<file path="src/rtl/lpm_pkg.sv">
package lpm_pkg;
  localparam int LANES    = 16;
  localparam int HALF     = LANES / 2;
  localparam int QUART    = LANES / 4;
  localparam int BEAT_W   = LANES / 4;
  typedef logic [LANES-1:0] lane_vec_t;

  typedef enum logic [1:0] {
    OPW_BYTE = 2'd0,
    OPW_HALF = 2'd1,
    OPW_WORD = 2'd2,
    OPW_NONE = 2'd3
  } opw_e;

  localparam logic [3:0] BEAT_NONE = 4'd0;
  localparam logic [3:0] BEAT_ONE  = 4'd1;
  localparam logic [3:0] BEAT_TWO  = 4'd2;
  localparam logic [3:0] BEAT_THR  = 4'd4;
  localparam logic [3:0] BEAT_THRX = 4'd5;

  localparam logic [2:0] TAIL_OFF_MIN = 3'd4;
endpackage

</file>
<file path="src/rtl/lpm_pred_stage.sv">
module lpm_pred_stage
  import lpm_pkg::*;
(
  input  lane_vec_t  pred_bits,
  input  logic [3:0] phase_lo,
  input  logic [3:0] phase_hi,
  output lane_vec_t  base_mask
);
  logic [1:0] half_open;
  assign half_open = {(phase_hi == 4'd0), (phase_lo == 4'd0)};

  for (genvar h = 0; h < 2; h++) begin : g_half
    assign base_mask[h*HALF +: HALF] =
      half_open[h] ? {HALF{1'b1}} : pred_bits[h*HALF +: HALF];
  end
endmodule

</file>
<file path="src/rtl/lpm_tail_stage.sv">
module lpm_tail_stage
  import lpm_pkg::*;
#(
  parameter int CNT_W = 32
) (
  input  lane_vec_t        in_mask,
  input  logic [CNT_W-1:0] loop_cnt,
  input  logic [2:0]       tail_size,
  output lane_vec_t        out_mask
);
  localparam int LEN_W = $clog2(LANES) + 3;

  logic [CNT_W-1:0] limit;
  logic             active;
  logic [LEN_W-1:0] raw_len;
  logic [LEN_W-1:0] keep_len;
  lane_vec_t        keep;

  always_comb begin
    limit    = CNT_W'(LANES) >> tail_size[1:0];
    active   = (tail_size < TAIL_OFF_MIN) && (loop_cnt <= limit);
    raw_len  = LEN_W'(loop_cnt[4:0]) << tail_size[1:0];
    keep_len = (raw_len > LEN_W'(LANES)) ? LEN_W'(LANES) : raw_len;
  end

  for (genvar i = 0; i < LANES; i++) begin : g_keep
    assign keep[i] = !active || (LEN_W'(i) < keep_len);
  end

  assign out_mask = in_mask & keep;
endmodule

</file>
<file path="src/rtl/lpm_beat_stage.sv">
module lpm_beat_stage
  import lpm_pkg::*;
(
  input  lane_vec_t  in_mask,
  input  logic [7:0] exec_state,
  output lane_vec_t  out_mask
);
  logic       honour;
  logic [3:0] code;
  logic [1:0] beats_done;
  lane_vec_t  done_lanes;

  always_comb begin
    honour     = (exec_state[3:0] == 4'd0);
    code       = exec_state[7:4];
    beats_done = 2'd0;
    if (honour) begin
      case (code)
        BEAT_ONE:            beats_done = 2'd1;
        BEAT_TWO:            beats_done = 2'd2;
        BEAT_THR, BEAT_THRX: beats_done = 2'd3;
        default:             beats_done = 2'd0;
      endcase
    end
  end

  for (genvar i = 0; i < LANES; i++) begin : g_done
    localparam int BEAT_IDX = i / BEAT_W;
    assign done_lanes[i] = (2'(BEAT_IDX) < beats_done);
  end

  assign out_mask = in_mask & ~done_lanes;
endmodule

</file>
<file path="src/rtl/lpm_elem_pick.sv">
module lpm_elem_pick
  import lpm_pkg::*;
(
  input  lane_vec_t  mask,
  input  logic [1:0] op_width,
  output lane_vec_t  elem_en
);
  lane_vec_t byte_sel, half_sel, word_sel;

  for (genvar e = 0; e < LANES; e++) begin : g_elem
    assign byte_sel[e] = mask[e];
    if (e < HALF) begin : g_h
      assign half_sel[e] = mask[2*e];
    end else begin : g_hz
      assign half_sel[e] = 1'b0;
    end
    if (e < QUART) begin : g_w
      assign word_sel[e] = mask[4*e];
    end else begin : g_wz
      assign word_sel[e] = 1'b0;
    end
  end

  always_comb begin
    case (opw_e'(op_width))
      OPW_BYTE: elem_en = byte_sel;
      OPW_HALF: elem_en = half_sel;
      OPW_WORD: elem_en = word_sel;
      default:  elem_en = '0;
    endcase
  end
endmodule

</file>
<file path="src/rtl/lane_pred_mask_gen.sv">
module lane_pred_mask_gen
  import lpm_pkg::*;
#(
  parameter int CNT_W   = 32,
  parameter bit REG_OUT = 1'b1
) (
  input  logic             clk,
  input  logic             rst_n,
  input  logic [15:0]      pred_bits,
  input  logic [3:0]       phase_lo,
  input  logic [3:0]       phase_hi,
  input  logic [CNT_W-1:0] loop_cnt,
  input  logic [2:0]       tail_size,
  input  logic [7:0]       exec_state,
  input  logic [1:0]       op_width,
  output logic [15:0]      lane_mask,
  output logic [15:0]      elem_en
);
  lane_vec_t base_m, tail_m, beat_m, elem_m;

  lpm_pred_stage u_pred (
    .pred_bits (pred_bits),
    .phase_lo  (phase_lo),
    .phase_hi  (phase_hi),
    .base_mask (base_m)
  );

  lpm_tail_stage #(.CNT_W(CNT_W)) u_tail (
    .in_mask   (base_m),
    .loop_cnt  (loop_cnt),
    .tail_size (tail_size),
    .out_mask  (tail_m)
  );

  lpm_beat_stage u_beat (
    .in_mask    (tail_m),
    .exec_state (exec_state),
    .out_mask   (beat_m)
  );

  lpm_elem_pick u_pick (
    .mask     (beat_m),
    .op_width (op_width),
    .elem_en  (elem_m)
  );

  if (REG_OUT) begin : g_reg
    always_ff @(posedge clk or negedge rst_n) begin
      if (!rst_n) begin
        lane_mask <= '0;
        elem_en   <= '0;
      end else begin
        lane_mask <= beat_m;
        elem_en   <= elem_m;
      end
    end
  end else begin : g_comb
    assign lane_mask = beat_m;
    assign elem_en   = elem_m;
  end
endmodule

</file>
<file path="config.mk">
export PLATFORM = sky130hd
export DESIGN_NAME = lane_pred_mask_gen
export DESIGN_NICKNAME = d
export VERILOG_FILES = /design/src/rtl/lpm_pkg.sv /design/src/rtl/lpm_pred_stage.sv /design/src/rtl/lpm_tail_stage.sv /design/src/rtl/lpm_beat_stage.sv /design/src/rtl/lpm_elem_pick.sv /design/src/rtl/lane_pred_mask_gen.sv
export SDC_FILE = /design/constraint.sdc
export NUM_CORES = 1
export LEC_CHECK = 0
export ABC_AREA = 1
export BUFFER_PORTS_ARGS = -buffer_cell sky130_fd_sc_hd__buf_4
export CORE_ASPECT_RATIO = 1.5
export CORE_UTILIZATION = 40
export DETAILED_ROUTE_END_ITERATION = 10
export PLACE_DENSITY_LB_ADDON = 0.2
export SLEW_MARGIN = 20
export SYNTH_ARGS = -nofsm -noshare
export SYNTH_HDL_FRONTEND = slang
export SYNTH_SLANG_ARGS = --single-unit
</file>
<file path="constraint.sdc">
create_clock -name clk -period 0.8 [get_ports clk]
set_input_delay 0.08 -clock clk [delete_from_list [all_inputs] [get_ports clk]]
set_output_delay 0.08 -clock clk [all_outputs]
set_load 0.1 [all_outputs]
</file>
# After elaboration in Yosys (flattened, before gate mapping)
# Index checks and enable logic that the tools add are counted.
# totals
register_bits,32
in_bits,71
out_inout_bits,32
wordCells,65
# classes
n_lt_le_gt_ge,23
n_eq_ne,6
shifts,2
n_mux,6
bitwise,3
n_reduce_logical,23
# op_table
cell,n
"4-bit by 7-bit < comparator with 1-bit output, first input constant",8
16-bit case mux with 3 select lines,1
16-bit bitwise AND,2
32-bit <= comparator,1
"5-bit by 2-bit right shift with 32-bit output, first input constant",1
"3-bit by 7-bit < comparator with 1-bit output, first input constant",4
1-bit logical OR,16
8-bit 2-to-1 mux,2
16-bit NOT,1
"1-bit by 7-bit < comparator with 1-bit output, first input constant",2
"2-bit by 7-bit < comparator with 1-bit output, first input constant",2
4-bit zero test,3
"4-bit by 3-bit == test with 1-bit output, second input constant",2
"7-bit by 5-bit > comparator with 1-bit output, second input constant",1
7-bit 2-to-1 mux,1
5-bit by 2-bit << shifter with 7-bit output,1
2-bit case mux with 3 select lines,1
"4-bit by 1-bit == test with 1-bit output, second input constant",1
"4-bit by 2-bit == test with 1-bit output, second input constant",1
"1-bit by 2-bit < comparator with 1-bit output, first input constant",2
"2-bit < comparator, first input constant",2
"3-bit < comparator, second input constant",1
"2-bit by 1-bit == test with 1-bit output, second input constant",1
"2-bit == test, second input constant",1
5 further kinds,5

# Depth between registers and ports, before layout
# Gate-level depths: netlist of run 1.
# logic_depth
word_depth,8
ltp_mapped,15
ltp_nobuf,14

# Cells and area by module
# Synthesis of run 1 repeated with hierarchy kept, for this count alone.
# unflattened
cells_unflattened,338
area_unflattened_um2,2239.6
# modules_own_cells
module,instances,cells_each,area_each_um2,seq_area_each_um2
lpm_tail_stage,1,177,872.1,0.0
lane_pred_mask_gen,1,32,800.8,800.8
lpm_beat_stage,1,49,229.0,0.0
lpm_elem_pick,1,42,190.2,0.0
lpm_pred_stage,1,38,147.6,0.0

# Worst setup path after synthesis of run 1
# No wires, ideal clock.
# synth_timing
path_kind,input to register
start,input tail_size[0]
end,register elem_en[6]
setup_time_ps,117
arrival_ps,1566
t_required_ps,683
setup_slack_ps,-883
stages,13
path_buffers,1
path_cell_list,buf_6 -> inv_4 -> nand2_1 -> ha_1 -> or2_2 -> nand3b_1 -> nand2_1 -> nor2_4 -> nor2_1 -> nand2_1 -> inv_1 -> nand2_1 -> nand2_1
# synth_between
elab_chain_len,8
elab_cells_between_ends,15
classes_between,order compare (5); shift (2); mux (2); bitwise (2); reduce/logical (4)
# synth_rtl
item,line,rtl
from (decl),lane_pred_mask_gen.sv:13,"input logic [2:0] tail_size,"
5-bit by 2-bit << shifter with 7-bit output / 5-bit by 2-bit right shift with 32-bit output (equally long branches),"lpm_tail_stage.sv:22, lpm_tail_stage.sv:20",
7-bit by 5-bit > comparator with 1-bit output / 32-bit <= comparator (equally long branches),"lpm_tail_stage.sv:23, lpm_tail_stage.sv:21",
7-bit 2-to-1 mux / 1-bit logical AND (equally long branches),"lpm_tail_stage.sv:23, lpm_tail_stage.sv:21",
4-bit by 7-bit < comparator with 1-bit output / 1-bit zero test (equally long branches),lpm_tail_stage.sv:27,assign keep[i] = !active || (LEN_W'(i) < keep_len);
1-bit logical OR *,lpm_tail_stage.sv:27,
16-bit bitwise AND *,lpm_tail_stage.sv:30,assign out_mask = in_mask & keep;
16-bit bitwise AND *,lpm_beat_stage.sv:32,assign out_mask = in_mask & ~done_lanes;
via beat_m[12],lane_pred_mask_gen.sv:19,"lane_vec_t base_m, tail_m, beat_m, elem_m;"
16-bit case mux with 3 select lines *,lpm_elem_pick.sv:25,case (opw_e'(op_width))
via elem_m[6],lane_pred_mask_gen.sv:19,
to (signal assigned),lane_pred_mask_gen.sv:54,elem_en <= elem_m;
to (decl),lane_pred_mask_gen.sv:17,output logic [15:0] elem_en
# Mark *: on every way through the listed nets, which the timed path passes. The rest lies on a longest branch.

# Worst setup path after layout of run 1
# layout_timing
start,input tail_size[1]
end,register elem_en[2]
# layout_between
elab_chain_len,8
elab_cells_between_ends,17
classes_between,order compare (6); shift (2); mux (2); bitwise (2); reduce/logical (5)
# layout_rtl
item,line
5-bit by 2-bit << shifter with 7-bit output / 5-bit by 2-bit right shift with 32-bit output (equally long branches),"lpm_tail_stage.sv:22, lpm_tail_stage.sv:20"
7-bit by 5-bit > comparator with 1-bit output / 32-bit <= comparator (equally long branches),"lpm_tail_stage.sv:23, lpm_tail_stage.sv:21"
7-bit 2-to-1 mux / 1-bit logical AND (equally long branches),"lpm_tail_stage.sv:23, lpm_tail_stage.sv:21"
4-bit by 7-bit < comparator with 1-bit output (tied with other cells),lpm_tail_stage.sv:27
1-bit logical OR,lpm_tail_stage.sv:27
16-bit bitwise AND *,lpm_tail_stage.sv:30
16-bit bitwise AND *,lpm_beat_stage.sv:32
16-bit case mux with 3 select lines *,lpm_elem_pick.sv:25
via elem_m[2],lane_pred_mask_gen.sv:19
# Marked as above.

==> qor.csv, run 1 <==
metric;value;unit
outcome;finished with violations;
violations;setup timing;
maxCapViolCount;0;
num_io_pins;103;
power_density;1460;nW/um^2
grt_first_pass_wirelength;9830;um
hold_slack;0.0269;ns
yosys_warnings;0;
vias;2520;
hold_path.class;in2reg;
numCtsBuffers;5;
ys.flop_type;dfrtp_1;
grtUsageMet2;47.9;%
clkTransAtPathRegs;0.07;ns
clockBufferDepth;2;
post-dp-hpwl;4650;um
avgSynthCellArea;6.82;um^2
tightest_slew;0.635;ns
min_period_over_period;191;%
rows;31;
die_h;89.1;um
drtAntennaViolNets;0;
hold_violations;0;
portBuffers;102;
cts-root-buf;clkbuf_8;
critPathLaunchType;input pin;
slew_headroom;57.5;%
critPathKind;in2reg;
core;4850;um^2
grt_use_met3;4.20;%
synth_area;2020;um^2
worst_setup_path_end_kind;flip-flop;
worstPathCellList;buf_12, inv_8, nand2_4, ha_4, nand2_4, inv_2, nand4_1, nand3b_1, nand2_2, buf_4, nor2_4, nand2_2, nand3_1, nand3_1;
area_delta_synth_final;89.4;%
async_flop_share;100;%
critPathMaxStageDelay;0.28;ns
synth_nets;372;
rsz0062_at_grt;true;
initial_utilization;41.8;%
fin_util;79.1;%
p_leak;1.99;nW
crit_family;simple AND/OR/NAND/NOR gates;
arrival;1.70;ns
synthDistinctLibCells;29;
postPlaceCellArea;3250;um^2
drc;0;
syn_inst;297;
ir_worst_vdd;0.000832;V
drtPass1Iterations;4;
grtUsageMet1;22.7;%
antenna_found_initial;0;
setup_violations;64;
finalWorstSetupSlack;-0.732;ns
cts_tree;done;
overflow;0;
vias_per_cell;4.93;
nets;519;
yosysTopAreaCellShare;39.6;%
drive_gt1_share;55.7;%
period_needed;1.53;ns
die_x;60.1;um
busiest_layer;met2;
slew_viol_final;0;
htree_levels;2;
max_freq;0.653;GHz
avgRoutedWirePerCell;14.2;um
synth_top_area_cell;dfrtp_1;
path_buf_inv;4;
synth-seq-cells;32;
worst_path_max_delay_cell;ha_4;
gp_congestion;0.971;
grt_usage;24.8;%
antenna_cells;0;
stdcell_area;3830;um^2
die-area;5360;um^2
synthTopCellsByArea;dfrtp_1, nand2_1, nor2_1;
ys_seq_area_share;39.6;%
crit_required;0.97;ns
wl;7280;um
drtIter0Drc;88;
grt_max_degree;33;
synth-edff-count;0;
path_max_fanout;4;
clock-sinks;32;
grt_pass1_vias;2350;
==> cell families (layout without fill, tap and decap cells) <==
family | count (synthesis) | in the layout | share of synthesized area (%)
compound gates | 19 | 19 | 5.75
buf+inv | 58 | 206 | 11.2
fa+ha+maj | 4 | 4 | 2.47
flops | 32 | 32 | 39.6
simple gates | 184 | 184 | 41.0
==> synth_stat cells (4+ instances only) <==
master / instances
o21ai_0: 7
nand3_2: 4
nand2_2: 4
nor2_2: 6
dfrtp_1: 32
nor2_1: 55
nand3_1: 27
ha_1: 4
or2_2: 6
nand4_1: 5
inv_1: 53
nand2_1: 70
o21ai_1: 4
==> timing repair <==
item | CTS | global route
resized for setup | 69 | 38
buffers inserted | 4 | 2
pin swaps | 18 | 5
endpoints found under the hold margin | 33 | 0
setup endpoints to repair | 64 | 64
hold buffers | 2 | 0
==> metrics by stage <==
step / TNS [ns] / total power [mW] / std cells / setup slack [ns]
finish: -21.62 / 5.61 / 511 / -0.732
floorplan: -20.00 / 3.03 / 297 / -0.748
global route: -25.26 / 5.79 / 511 / -0.807
detailed placement: -26.22 / 3.70 / 495 / -0.936
CTS: -19.09 / 5.38 / 509 / -0.541
global placement: -24.92 / 3.68 / 495 / -0.881
==> registers in the layout (all words and copies together), names as in the netlist <==
signal	count
elem_en	16
lane_mask	16
==> area by class of cell <==
| cell class | instances | area [um^2] |
|---|---|---|
| clock inverter | 2 | 35.0 |
| clock buffer | 6 | 72.6 |
| tap | 66 | 82.6 |
| sequential | 32 | 840 |
| timing repair buffer | 141 | 1350 |
| multi-input combinational | 207 | 1220 |
| inverter | 57 | 236 |
| fill | 327 | 1010 |
==> report_power, final <==
group,internal [mW],switching (mW)
registers,1.74,0.0743
clock network,0.924,0.672
logic,0.844,1.36
total,3.51,2.11
==> metal layers <==
layer	routed length, um	part of all wire (%)	up-vias
li1	-	-	1207
met2	4110	57	152
met5	0	0	-
met3	479	6.6	45
met4	418	5.7	0
met1	2270	31	1116
==> cells in the final DEF, fill, tap and decap left out, drive strengths merged, types with 3 or more instances in the layout <==
cell	netlist	layout
nand4	5	5
o21ai	12	12
ha	4	4
nand2	74	74
buf	1	139
nor2	63	63
inv	56	55
or2	6	6
nand3	31	31
dfrtp	32	32
clkbuf	0	6
clkinv	1	3
==> final timing paths <==
kind / slack [ns] / cells after the start / from / endpoint
max: -0.73 / 14 / tail_size[1] / elem_en[2]
min: 0.03 / 3 / pred_bits[15] / lane_mask[15]
max in group asynchronous: 0.25 / 2 / rst_n / lane_mask[15]
min in group asynchronous: 0.24 / 2 / rst_n / lane_mask[1]
(Power assumes the default switching activity.)
==> run 2: changes to the inputs <==
Settings changed: SLEW_MARGIN 20 to default, SYNTH_HIERARCHICAL from default to 1.
==> run 2 against run 1 <==
  * The run still ends with setup timing left
  * Critical path depth grew 3
  * Sequential power about the same
  * First-iteration DRC count rose by 9.1%
  * Combinational power increased by 6%
  * Fmax grew 2.8%
==> qor.csv, run 2 <==
metric;value;unit;change
maxCapViolCount;0;;unchanged
violations;setup timing;;
setup_violations;64;;unchanged
drtPass1Iterations;4;;unchanged
numCtsBuffers;5;;unchanged
die_x;63.1;um;+5.0%
reg_top3;elem_en (16), lane_mask (16);;
gp_congestion;0.813;;-16%
synth_nets;413;;+11%
mostFrequentLayoutCell;buf_4;;
hold_slack;0.0346;ns;+0.00773 ns
worst_setup_path_end_kind;flip-flop;;
max_freq;0.671;GHz;+2.8%
clkTransAtPathRegs;0.07;ns;about the same
path_max_fanout;8;;+4
htree_levels;2;;unchanged
ys_seq_area_share;35.8;%;-3.8 points
critPathLaunchType;input pin;;
drtIter0Drc;96;;+9.1%
drive_gt1_share;54.2;%;-1.6 points
vias;2504;;-0.63%
rsz0062_at_grt;true;;
power_density;1360;nW/um^2;-7.0%
clockBufferDepth;2;;unchanged
grt_max_degree;33;;unchanged
cts_tree;done;;
slew_headroom;58.2;%;+0.74 points
avgSynthCellArea;6.63;um^2;-2.8%
synthTopCellsByCount;nor2_1, nand2_1, inv_1;;
period_needed;1.49;ns;-0.0422 ns
die-area;5910;um^2;+10%
rows;33;;+6.5%
cts-root-buf;clkbuf_8;;
fin_util;72.1;%;-7.0 points
ir_worst_vdd;0.000679;V;-18%
drc;0;;unchanged
p_leak;2.07;nW;+3.8%
crit_required;1.01;ns;+0.04 ns
slew_viol_final;0;;unchanged
yosys_warnings;6;;+6
antenna_cells;0;;unchanged
final_cell_mix;buf_4, nor2_1, nand2_1;;
post-dp-hpwl;4570;um;-1.6%
min_period_over_period;186;%;-5.3 points
yosysMostFrequentCell;nor2_1;;
outcome;finished with violations;;
arrival;1.70;ns;about the same
syn_inst;338;;+14%
initial_utilization;41.4;%;-0.35 points
async_flop_share;100;%;unchanged
clock-sinks;32;;unchanged
finalSetupTns;-21.42;ns;+0.198 ns
die_h;93.6;um;+5.1%
grt_pass1_vias;2433;;+3.5%
pre_cts_ws;-0.975;ns;-0.0387 ns
wl;6410;um;-12%
hold_violations;0;;unchanged
place_inst;524;;+5.9%
avgRoutedWirePerCell;11.9;um;-17%
grt_usage;21.1;%;-3.8 points
synth-edff-count;0;;unchanged
tightest_slew;0.624;ns;-0.0111 ns
grt_first_pass_wirelength;9780;um;-0.56%
antenna_found_initial;0;;unchanged
hold_path.class;in2reg;;
fillers;423;;+29%
overflow;0;;unchanged
synth-seq-cells;32;;unchanged
vias_per_cell;4.65;;-5.8%
nets;543;;+4.6%
ys.flop_type;dfrtp_1;;
multi_input_area;1440;um^2;+18%
synth_area;2240;um^2;+11%
synthTopCellsByArea;dfrtp_1, nor2_1, nand2_1;;
area_delta_synth_final;74.1;%;
regArea;838;um^2;-0.15%
stdcell_count;539;;+5.5%
portBuffers;102;;unchanged
synth_top_area_cell;dfrtp_1;;
num_io_pins;103;;unchanged
core;5410;um^2;+12%
critPathKind;in2reg;;
yosysTopAreaCellShare;35.8;%;-3.8 points
finalWorstSetupSlack;-0.690;ns;+0.0422 ns
drtAntennaViolNets;0;;unchanged
synthDistinctLibCells;28;;-3.4%
==> run 2: changes by cell type in the layout (fill, tap and decap cells not counted), moves of 3 or more <==
cell,delta
a21boi_1,+4
a21boi_2,+3
buf_12,-7
buf_4,-13
buf_6,+9
inv_1,+4
inv_2,+8
nand2_1,+11
nand3_1,-7
nand4_1,-3
nor2_1,+15
nor2_2,+8
nor2_4,+3
or2_2,-5
==> run 2: stage by stage <==
step	instance area, um^2	total power [mW]
global placement	3320	3.79
floorplan	2370	3.16
global route	3900	5.57
finish	3900	5.31
detailed placement	3320	3.81
CTS	3710	5.19
==> run 2: per-layer routing <==
layer	vias up	global-route usage [%]	wire (um)
met2	80	43.9	3950
met3	13	2.44	222
met1	1148	18.3	2070
li1	1263	-	-
met5	-	0	0
met4	0	12.4	166
==> run 2: worst paths after layout <==
kind | start | end | slack, ns | cells after the start
worst max-delay path | tail_size[1] | elem_en[4] | -0.69 | 17
worst min-delay path | op_width[1] | elem_en[0] | 0.03 | 2
max in group asynchronous | rst_n | elem_en[14] | 0.24 | 2
min in group asynchronous | rst_n | elem_en[15] | 0.26 | 2
==> run 2: kinds of logic after synthesis <==
| logic type | share of synthesized area [%] |
|---|---|
| compound gates | 6.31 |
| fa+ha+maj | 2.23 |
| buf+inv | 13.6 |
| flops | 35.8 |
| simple gates | 42.1 |
==> run 2: report_power, final <==
group          switching [mW]  total [mW]  leakage, nW  internal, mW
clock network           0.563        1.17       0.0422         0.609
logic                    1.49        2.34         1.67         0.854
registers              0.0619        1.80        0.358          1.74
==> run 2: final cells by class <==
class / count / share of cell area [%]
multi-input combinational: 233 / 36.8
timing repair buffer: 127 / 30.1
sequential: 32 / 21.5
inverter: 69 / 7.28
tap: 70 / 2.25
clock buffer: 7 / 1.96
clock inverter: 1 / 0.128
==> run 2: worst max-delay path, stage by stage <==
cell and delay, ns:
buf_12 0.11, clkinv_8 0.05, nand2_4 0.05, ha_4 0.29
nand2_2 0.06, nand2_2 0.06, inv_2 0.03, nand2_1 0.04
nand2_1 0.06, nand2_2 0.07, nand2_4 0.07, nand4_4 0.12
nand2_1 0.07, nor2_1 0.11, a21boi_4 0.23, inv_2 0.08
o21ai_2 0.12
==> run 2: what timing repair did <==
item / 4_1_cts / 5_1_grt
hold endpoints to repair: 32 / 0
cloned: 1 / 0
endpoints found under the setup margin: 64 / 64
resized for setup: 71 / 52
pin swaps: 23 / 26
hold buffers: 1 / 0
buffers inserted: 2 / 4
==> run 3: changes to the inputs <==
Settings changed: ABC_AREA 1 to default, SLEW_MARGIN from default to 25.
==> run 3 against run 2 <==
  * Setup slack got worse by 0.30 ns
  * Core utilization rose by 7.4 points
  * Area after synthesis fell by 14%
  * First-iteration DRC count fell by 44%
  * The flow still finishes with violations (setup timing)
  * Highest routed layer unchanged
  * Sequential power barely moved
==> qor.csv, run 3 <==
metric;value;unit;change
outcome;finished with violations;;
violations;setup timing;;
area_delta_synth_final;88.6;%;
slew_headroom;66.2;%;+7.9 points
synth_top_area_cell;dfrtp_1;;
rsz0062_at_grt;true;;
power_density;1500;nW/um^2;+10%
hold_violations;0;;unchanged
p_leak;1.68;nW;-19%
critPathLaunchType;input pin;;
p_comb_share;39.0;%;-5.1 points
fin_util;79.5;%;+7.4 points
synth_xor_area_share;0;%;unchanged
synth_area;1930;um^2;-14%
worstSetupStartpoint;tail_size[1];;
ys_seq_area_share;41.5;%;+5.7 points
drive_gt1_share;69.7;%;+16 points
worst_setup_path_end_kind;flip-flop;;
synth_compound_area_share;16.9;%;+11 points
yosysMostFrequentCell;dfrtp_1;;
die_h;87.1;um;-7.0%
min_period_over_period;223;%;+37 points
synthTopCellsByCount;dfrtp_1, nor2b_1, or2_1;;
clkPwrFrac;28.0;%;+5.9 points
drc;0;;unchanged
clockBufferDepth;2;;unchanged
synthTopCellsByArea;dfrtp_1, a21boi_0, nor2b_1;;
clock-sinks;32;;unchanged
slew_viol_final;0;;unchanged
swShare;35.3;%;-4.5 points
avgRoutedWirePerCell;16.0;um;+35%
post-dp-hpwl;4110;um;-10%
path_depth;10;;-7
path_max_fanout;6;;-2
syn_inst;182;;-46%
p_switching;1.92;mW;-8.8%
grt_pass1_vias;1933;;-21%
die_x;58.7;um;-6.9%
synth_fa_ha_area_share;2.59;%;+0.36 points
cts-root-buf;clkbuf_8;;
crit_family;simple AND/OR/NAND/NOR gates;;
setup_violations;64;;unchanged
die-area;5110;um^2;-13%
worst_path_max_delay_cell;a211oi_4;;
antenna_cells;0;;unchanged
synth_top_family_by_area;simple AND/OR/NAND/NOR gates;;
period_needed;1.79;ns;+0.297 ns
avgSynthCellArea;10.6;um^2;+60%
vias;1969;;-21%
yosys_warnings;6;;unchanged
grt_max_degree;33;;unchanged
nets;397;;-27%
arrival;1.94;ns;+0.24 ns
synth_nets;257;;-38%
critPathKind;in2reg;;
synth-edff-count;0;;unchanged
grt_usage;21.7;%;+0.67 points
synthMuxAreaShare;5.31;%;+5.3 points
num_io_pins;103;;unchanged
path_buf_inv;2;;-2
drtAntennaViolNets;0;;unchanged
reg_top3;elem_en (16), lane_mask (16);;
cp-endpoint;elem_en[2];;
yosysTopAreaCellShare;41.5;%;+5.7 points
maxCapViolCount;0;;unchanged
wl;6200;um;-3.2%
synthDistinctLibCells;40;;+43%
max_freq;0.560;GHz;-17%
vias_per_cell;5.09;;+9.5%
rows;30;;-9.1%
clkTransAtPathRegs;0.07;ns;about the same
hold_path.class;in2reg;;
finalWorstSetupSlack;-0.986;ns;-0.297 ns
ys.flop_type;dfrtp_1;;
drtIter0Drc;54;;-44%
initial_utilization;42.2;%;+0.75 points
tightest_slew;0.506;ns;-0.118 ns
antenna_found_initial;0;;unchanged
total_power;5.46;mW;+2.8%
numCtsBuffers;5;;unchanged
portBuffers;102;;unchanged
synth-seq-cells;32;;unchanged
cts_tree;done;;
gp_congestion;0.851;;+4.7%
drtPass1Iterations;4;;unchanged
mostFrequentLayoutCell;buf_4;;
intPower;3.53;mW;+10%
p_seq_share;33.1;%;-0.8 points
grt_first_pass_wirelength;8370;um;-14%
crit_required;0.96;ns;-0.05 ns
synth-simple-area-share;29.6;%;-12 points
overflow;0;;unchanged
htree_levels;2;;unchanged
core;4580;um^2;-15%
worstPathCellList;buf_8, or2_4, ha_4, nand4_1, a211oi_4, buf_6, a21boi_2, nor2b_4, mux2i_1, o2bb2ai_1;;
critPathMaxStageDelay;0.33;ns;+0.04 ns
final_cell_mix;buf_4, dfrtp_2, buf_8;;
pre_cts_ws;-1.31;ns;-0.339 ns
async_flop_share;100;%;unchanged
ir_worst_vdd;0.000799;V;+18%
==> run 3: cell types whose count changed in the layout (fill, tap and decap cells not counted), sizes merged, moves of 6 or more <==
cell    previous run  this run
a21boi             9        15
nor4               0        10
nor2b              0        16
buf              126       140
nand3             26         0
mux2i              0         8
nand2             88         7
or2                0        17
nor2              90         7
and2               2        10
inv               68         5
==> run 3: cells by family after synthesis <==
family / count (synthesis)
multiplexers: 9
adder cells (fa/ha/maj): 4
AO/OA/AOI/OAI: 38
AND/OR/NAND/NOR: 86
flip-flops: 32
buffers and inverters: 13
==> run 3: layout make-up <==
cell class                      instances  area, um^2
Timing Repair Buffer                  141        1320
Sequential cell                        32         840
Multi-Input combinational cell        137        1280
Clock inverter                          2        35.0
Tap cell                               64        80.1
Inverter                                5        18.8
Clock buffer                            6        72.6
Fill cell                             284         938
==> run 3: per-stage QoR <==
step	TNS [ns]	cells	hold WS (ns)	area, um^2
after detailed placement	-35.24	367	0.0302	2990
after floorplan	-29.87	182	-0.216	2030
after global placement	-33.80	367	0.0236	2990
final	-29.85	387	0.0570	3640
after CTS	-27.90	381	0.0586	3440
after global routing	-32.38	387	0.0615	3640
==> run 3: power groups by stage <==
| stage | clock (mW) | combinational, mW | sequential, mW |
|---|---|---|---|
| finish | 1.53 | 2.13 | 1.81 |
| global route | 1.60 | 2.22 | 1.81 |
| CTS | 1.50 | 1.99 | 1.79 |
| detailed placement | 0 | 1.80 | 1.80 |
| global placement | 0 | 1.78 | 1.79 |
| floorplan | 0 | 0.414 | 2.55 |
==> run 3: repair_timing <==
| action | CTS | global route |
|---|---|---|
| setup endpoints to repair | 64 | 64 |
| resized for setup | 76 | 40 |
| pin swaps | 11 | 11 |
| gates cloned | 0 | 0 |
| hold buffers | 1 | 0 |
| endpoints found under the hold margin | 32 | 0 |
| buffers inserted | 5 | 7 |
==> run 3: per-layer routing <==
metal,global-route usage [%],vias up,wire [um]
met1,19.6,948,1920
li1,-,914,-
met3,3.27,17,310
met4,9.74,0,178
met2,44.6,90,3790
met5,0,-,0
==> run 3: how the worst min path moves through the flow <==
stage                      startpoint             to  slack [ns]  depth (start not counted)
after global placement          rst_n  lane_mask[15]        0.02                          1
final                     op_width[1]     elem_en[7]        0.06                          2
after global routing      op_width[1]     elem_en[7]        0.06                          2
after floorplan                 rst_n     elem_en[0]       -0.22                          0
after detailed placement        rst_n  lane_mask[15]        0.03                          1
after CTS                 op_width[1]     elem_en[5]        0.06                          2
